## config.mk

```make
export PLATFORM = sky130hd
export DESIGN_NAME = drive_adj_calc
export DESIGN_NICKNAME = d
export VERILOG_FILES = /design/src/rtl/drive_adj_pkg.sv /design/src/rtl/dla_lane_decode.sv /design/src/rtl/dla_max_reduce.sv /design/src/rtl/dla_limit.sv /design/src/rtl/drive_adj_calc.sv
export SDC_FILE = /design/constraint.sdc
export NUM_CORES = 1
export LEC_CHECK = 0
export ABC_AREA = 1
export BUFFER_PORTS_ARGS = -buffer_cell sky130_fd_sc_hd__buf_2
export CORE_UTILIZATION = 35
export DETAILED_ROUTE_END_ITERATION = 7
export GPL_TIMING_DRIVEN = 0
export PLACE_DENSITY = 0.61
export SYNTH_ARGS = -nofsm -noshare
export SYNTH_HDL_FRONTEND = slang
export SYNTH_SLANG_ARGS = --single-unit
```

## constraint.sdc

```tcl
create_clock -name clk -period 5.6 [get_ports clk]
set_clock_uncertainty 0.15 [all_clocks]
set_input_delay 1.4 -clock clk [delete_from_list [all_inputs] [get_ports clk]]
set_output_delay 1.4 -clock clk [all_outputs]
set_load 0.1 [all_outputs]
```

## src/rtl/drive_adj_pkg.sv

```systemverilog
package drive_adj_pkg;

    localparam int NUM_LANES  = 4;
    localparam int LEVEL_W    = 2;
    localparam int CNT_W      = 3;
    localparam int BYTE_W     = 8;

    typedef logic [LEVEL_W-1:0] level_t;

    // one lane's request pair
    typedef struct packed {
        level_t swing;
        level_t preemph;
    } lane_req_t;

    // training byte layout, MSB first
    typedef struct packed {
        logic [1:0] rsvd;
        logic       pe_max;
        level_t     pe;
        logic       sw_max;
        level_t     sw;
    } train_byte_t;

    localparam level_t SWING_CEIL = 2'd3;

    // pre-emphasis limit allowed at a given (already capped) swing
    function automatic level_t pe_ceiling(input level_t sw);
        case (sw)
            2'd0, 2'd1: pe_ceiling = 2'd2;
            2'd2:       pe_ceiling = 2'd1;
            default:    pe_ceiling = 2'd0;
        endcase
    endfunction

endpackage

```

## src/rtl/dla_lane_decode.sv

```systemverilog
module dla_lane_decode
    import drive_adj_pkg::*;
#(
    parameter bit ODD_LANE = 1'b0
) (
    input  logic [BYTE_W-1:0] req_byte,
    output lane_req_t         req
);
    localparam int BASE = ODD_LANE ? 4 : 0;

    assign req.swing   = req_byte[BASE +: LEVEL_W];
    assign req.preemph = req_byte[BASE+2 +: LEVEL_W];
endmodule

```

## src/rtl/dla_max_reduce.sv

```systemverilog
module dla_max_reduce
    import drive_adj_pkg::*;
#(
    parameter int LANES = NUM_LANES
) (
    input  lane_req_t [LANES-1:0] reqs,
    input  logic      [LANES-1:0] active,
    output lane_req_t             worst
);
    always_comb begin
        worst = '0;
        for (int i = 0; i < LANES; i++) begin
            if (active[i]) begin
                if (reqs[i].swing > worst.swing)
                    worst.swing = reqs[i].swing;
                if (reqs[i].preemph > worst.preemph)
                    worst.preemph = reqs[i].preemph;
            end
        end
    end
endmodule

```

## src/rtl/dla_limit.sv

```systemverilog
module dla_limit
    import drive_adj_pkg::*;
(
    input  lane_req_t   worst,
    output train_byte_t tbyte
);
    level_t sw_capped;
    level_t pe_lim;
    logic   sw_hit;
    logic   pe_hit;

    always_comb begin
        sw_hit    = (worst.swing >= SWING_CEIL);
        sw_capped = sw_hit ? SWING_CEIL : worst.swing;
        pe_lim    = pe_ceiling(sw_capped);
        pe_hit    = (worst.preemph >= pe_lim);

        tbyte        = '0;
        tbyte.sw     = sw_capped;
        tbyte.sw_max = sw_hit;
        tbyte.pe     = pe_hit ? pe_lim : worst.preemph;
        tbyte.pe_max = pe_hit;
    end
endmodule

```

## src/rtl/drive_adj_calc.sv

```systemverilog
module drive_adj_calc
    import drive_adj_pkg::*;
(
    input  logic             clk,
    input  logic             rst,
    input  logic             start,
    input  logic [7:0]       adj_lo,
    input  logic [7:0]       adj_hi,
    input  logic [2:0]       lane_cnt,
    output logic [7:0]       lane_set_0,
    output logic [7:0]       lane_set_1,
    output logic [7:0]       lane_set_2,
    output logic [7:0]       lane_set_3,
    output logic             done
);
    localparam int BYTES = NUM_LANES / 2;

    logic [BYTES-1:0][BYTE_W-1:0] req_bytes;
    lane_req_t [NUM_LANES-1:0]    lane_reqs;
    logic      [NUM_LANES-1:0]    lane_act;
    lane_req_t                    worst;
    train_byte_t                  next_byte;
    train_byte_t                  set_q;
    logic                         done_q;

    assign req_bytes[0] = adj_lo;
    assign req_bytes[1] = adj_hi;

    for (genvar i = 0; i < NUM_LANES; i++) begin : g_lane
        dla_lane_decode #(
            .ODD_LANE (1'(i % 2))
        ) u_dec (
            .req_byte (req_bytes[i/2]),
            .req      (lane_reqs[i])
        );
        assign lane_act[i] = (32'(lane_cnt) > i);
    end

    dla_max_reduce #(
        .LANES (NUM_LANES)
    ) u_max (
        .reqs   (lane_reqs),
        .active (lane_act),
        .worst  (worst)
    );

    dla_limit u_lim (
        .worst (worst),
        .tbyte (next_byte)
    );

    always_ff @(posedge clk) begin
        if (rst) begin
            set_q  <= '0;
            done_q <= 1'b0;
        end else begin
            done_q <= start;
            if (start)
                set_q <= next_byte;
        end
    end

    assign lane_set_0 = set_q;
    assign lane_set_1 = set_q;
    assign lane_set_2 = set_q;
    assign lane_set_3 = set_q;
    assign done       = done_q;
endmodule

```

======== After elaboration in Yosys (flattened, before gate mapping) ========
Cells that the tools add are included.
storage, ports and cells
  logic and storage cells ................. 38
  input bits .............................. 22
  register bits ........................... 7
  output and inout bits ................... 33
operators by class
  equality and inequality tests ........... 2
  multiplexer cells ....................... 15
  $lt $le $gt $ge ......................... 14
  reduce and logical (&&, ||, !) cells .... 2
operators with widths
  cell                                                                             count
  2-bit 2-to-1 mux                                                                 10
  4-bit 2-to-1 mux                                                                 4
  2-bit greater-than comparator                                                    6
  3-bit by 1-bit greater-than comparator with 1-bit output, second input constant  2
  3-bit by 2-bit greater-than comparator with 1-bit output, second input constant  2
  2-bit by 1-bit greater-than comparator with 1-bit output, second input constant  2
  2-bit one-hot mux with 2 select lines                                            1
  2-bit by 1-bit == test with 1-bit output, second input constant                  1
  2-bit == test, second input constant                                             1
  2-bit greater-or-equal comparator                                                1
  2-bit greater-or-equal comparator, second input constant                         1
  2-bit logical NOT                                                                1
  2-bit OR reduction                                                               1

======== Depth between registers and ports, before layout ========
  depth in word-level cells ............... 19
  gate-level depth with buffers ........... 33
  depth with buffers taken out ............ 33

======== Modules after synthesis ========
Synthesis repeated with hierarchy kept, for this count alone.
unflattened totals
  cell total of the unflattened synthesis .. 224
  area, all modules ....................... 1455.1 um2
by module, submodules not included
  module           times used  area each (um2)  seq. area each (um2)  cells each
  dla_max_reduce   1           609.3            0.0                   99
  drive_adj_calc   1           578.1            180.2                 85
  dla_limit        1           147.6            0.0                   24
  dla_lane_decode  4           30.0             0.0                   4

======== Least setup slack after synthesis ========
Ideal clock, no wire load.
  kind .................................... input port to flip-flop
  start point ............................. in lane_cnt[2]
  end point ............................... reg set_q (netlist bit lane_set_0[3])
  cell stages on the path ................. 32
  path slack .............................. 1034 ps
  library setup time ...................... 66 ps
  arrival time ............................ 4350 ps
  path through ............................ nor2_4 nand2_2 nand2_1 inv_1 ha_1 inv_1 nor2_1 nor2_1 nand3_1 nand2_1 inv_1 ha_1 nand2_1 nand3_1 nand3_1 nand2_1 ha_1 inv_1 nor2_1 nor2_1 o21ai_0 or2_1 nand2_1 ha_1 inv_1 a21oi_1 nand2_1 nor2_1 nand3_1 nand2_1 inv_1 a21oi_2
on the way
  longest elaborated chain between the ends .. 18
  elaborated cells between the ends (all ways) .. 29
RTL lines
  what                                                                                  RTL line              RTL
  start: declaration                                                                    drive_adj_calc.sv:9   input logic [2:0] lane_cnt,
  3-bit by 1-bit greater-than comparator with 1-bit output                              drive_adj_calc.sv:36  assign lane_act[i] = (32'(lane_cnt) > i);
  4-bit 2-to-1 mux                                                                      dla_max_reduce.sv:13  if (active[i]) begin
  2-bit greater-than comparator                                                         dla_max_reduce.sv:14  if (reqs[i].swing > worst.swing)
  2-bit 2-to-1 mux                                                                      dla_max_reduce.sv:14
  4-bit 2-to-1 mux                                                                      dla_max_reduce.sv:13
  2-bit greater-than comparator                                                         dla_max_reduce.sv:14
  2-bit 2-to-1 mux                                                                      dla_max_reduce.sv:14
  4-bit 2-to-1 mux                                                                      dla_max_reduce.sv:13
  [2 not listed]                                                                        n/a
  4-bit 2-to-1 mux *                                                                    dla_max_reduce.sv:13
  2-bit greater-or-equal comparator                                                     dla_limit.sv:13       sw_hit = (worst.swing >= SWING_CEIL);
  2-bit 2-to-1 mux                                                                      dla_limit.sv:14       sw_capped = sw_hit ? SWING_CEIL : worst.swing;
  2-bit by 1-bit == test with 1-bit output / 2-bit logical NOT (equally long branches)  drive_adj_pkg.sv:29   case (sw)
  2-bit OR reduction                                                                    drive_adj_pkg.sv:29
  2-bit one-hot mux with 2 select lines                                                 drive_adj_pkg.sv:29
  2-bit greater-or-equal comparator                                                     dla_limit.sv:16       pe_hit = (worst.preemph >= pe_lim);
  2-bit 2-to-1 mux *                                                                    dla_limit.sv:21       tbyte.pe = pe_hit ? pe_lim : worst.preemph;
  end signal: assignment                                                                drive_adj_calc.sv:59  set_q <= next_byte;
  end: declaration                                                                      drive_adj_calc.sv:23  train_byte_t set_q;
Mark *: on every way between the ends. The rest lies on a longest branch, timed or not.
A chain may end at the register's enable or synchronous reset.

======== Worst setup path in the final report ========
Ends and elaborated chain as after synthesis.

==> run metrics <==
Max Freq 211 MHz; Warnings, synthesis 0; die area 3610 um^2; register-to-register setup slack 4.74 ns; HPWL Detailed 1.86 mm; worst-case reg-to-reg path depth 4; Final Cycle Share between 80% and 90%; GRT Total Usage 12.5%; vias in the first global route about 900; Core Area 3130 um^2; Top cell by count, worst path nand2_1; RSZ-0062 raised after global routing no; Starting Density 37.8%; global-route wire length before repair 3.56 mm; vias per cell a little under 4; Static Leak 1.00 nW; post-synthesis sequential area ratio 11.9%; Port Buffers 46; htree depth 1; DIE WIDTH about 60 um; DRC Markers 0; Slowest-stage cell, CP ha_1; wire per inst 7.59 um; post-cts hold buffer count 0; dpl cells 272; initial antenna violation count 0; Post-Synthesis Cells around 180; Post-Syn Area per Cell 6.76 um^2; status complete, no violations; Skew-Pair Late Insertion Delay between 0.2 and 0.3 ns; Post-Layout Cell Count 276; fraction of layout cells with a size suffix above 1 39.2%; Root Buffer clkbuf_4; drt pass-1 iters 4; quantity of gates resized following cts 0; Min-Delay Path Class reg -> reg; source of the worst register-to-register timing path lane_set_0[3]; ANT nets after route 0; hold wc startpoint lane_set_0[1]; crit-path max cell delay 0.27 ns; Final Hold Fails 0; Max VDD drop between 0.0001 and 0.00015 V; Slew Limit Fails 0; Num CTS Buffers 3; clk sinks 7; synthesized area 1180 um^2; IO Pins 55; CTS tree built; pin count of the biggest net entering global routing 8; layout net count 276; Vias 1096; GRT overflow 0; WL final 2.10 mm; Final TNS setup 0 ns; GP Congestion 0.698; critical path fanouts, max 6; Clock Path Buffers 2; DR iter-0 viols 23; final core occ 48.6%; clock slew at reported path FFs 0.05 ns; ANT cells 0; kind of critical path in -> reg; Period minus WS final 4.73 ns; hold depth 2; CP startpoint kind input port; Crit path arrival time approximately 4.8 ns; CP required 5.64 ns; critical path capture point type flop; hold endpoint lane_set_0[1]; Max Cap Viol 0; # Post-CTS Setup Buffers 0; pwr/cell area roughly 270 nW/um^2; Chip Height between 60 and 70 um; row count 20; worst r2r dst lane_set_0[3]; number of synthesized register bits 7; Syn-to-layout area delta 28.6%; Yosys cell types 25; final setup vio count 0
logic make-up (layout without fill, tap and decap cells):
kind of cell / Yosys count / in the layout / share of synthesized area, %
other: 1 / 8 / 0.317
adders and majority gates: 21 / 21 / 22.2
muxes: 2 / 2 / 1.80
and+or+nand+nor: 67 / 67 / 26.0
AOI/OAI and AO/OA: 16 / 16 / 10.2
buffers and inverters: 61 / 111 / 27.6
DFF: 7 / 7 / 11.9
worst max-delay path by stage:
stage | from | to | slack (ns)
2_1_floorplan | lane_cnt[2] | lane_set_0[3] | 1.03
3_3_place_gp | lane_cnt[2] | lane_set_0[3] | 0.60
3_5_place_dp | lane_cnt[2] | lane_set_0[3] | 0.57
4_1_cts | lane_cnt[2] | lane_set_0[3] | 0.82
5_1_grt | lane_cnt[2] | lane_set_0[3] | 0.30
6_report | lane_cnt[2] | lane_set_0[3] | 0.87
synthesized netlist by cell type:
cell type  count  area share (%)
buf_4         26              17
mux2i_1        1            0.85
nand2_4        1            0.95
a21oi_1        2            0.85
o21ai_1        1            0.42
nand2_1       31             9.8
nand4_1        3             1.6
nand3_2        1            0.85
nand3_1       10             4.2
o21ai_0        2            0.85
nor2_4         1            0.95
conb_1         1            0.32
or2_1          1            0.53
nor2_1        14             4.4
ha_1          21              22
inv_1         33              10
a21oi_2        3             2.2
o21bai_1       5             3.2
inv_2          2            0.64
o21ai_2        1            0.74
nand2_2        5             2.6
dfxtp_1        7              12
o21ai_4        1             1.4
a31oi_1        1            0.53
mux2_2         1            0.95
stage by stage:
stage	power [mW]	setup slack [ns]	cell area (um^2)	hold slack (ns)
floorplan	0.325	1.03	1210	0.779
global placement	0.364	0.604	1490	0.352
finish	0.409	0.870	1520	0.364
detailed placement	0.366	0.569	1490	0.358
global route	0.443	0.302	1520	0.387
CTS	0.413	0.818	1520	0.366
layer usage:
metal,GRT usage [%],vias to the layer above,routed length [um]
met5,0,-,0
li1,-,625,-
met1,18.0,445,1090
met3,2.60,0,74
met4,0.997,0,0
met2,19.6,26,928
state kept, by name, summed over array words and instances, names as in the netlist:
signal,count
lane_set_0,6
done,1
placed cells by master (no fill, tap or decap), types with 2 or more instances in the layout:
master and count:
clkbuf_4 3, inv_2 2, dfxtp_1 7, buf_4 26, buf_2 46, nand2_2 5
conb_1 8, a21oi_2 3, ha_1 21, inv_1 33, nand3_1 10, o21ai_0 2
a21oi_1 2, nand4_1 3, nor2_1 14, o21bai_1 5, nand2_1 31
layout make-up:
type,instances,area (um^2)
fillers,355,1610
flip-flops and latches,7,140
repair buffers,46,230
well taps,44,55.1
inverters,35,131
clock buffers,4,26.3
plain buffers,26,195
multi-input cells,114,742
critical path: cells and delay by family:
family                   cells  cell delay (ns)
adder cells (fa/ha/maj)      4             0.93
AO/OA/AOI/OAI                3             0.30
buffers and inverters        7             0.40
AND/OR/NAND/NOR             19             1.72
power by group:
part | leakage, nW | internal [mW] | switching, mW
clock network | 0.0150 | 0.0271 | 0.0176
logic | 0.928 | 0.0733 | 0.230
registers | 0.0579 | 0.0551 | 0.00545
(Power assumes the default switching activity.)
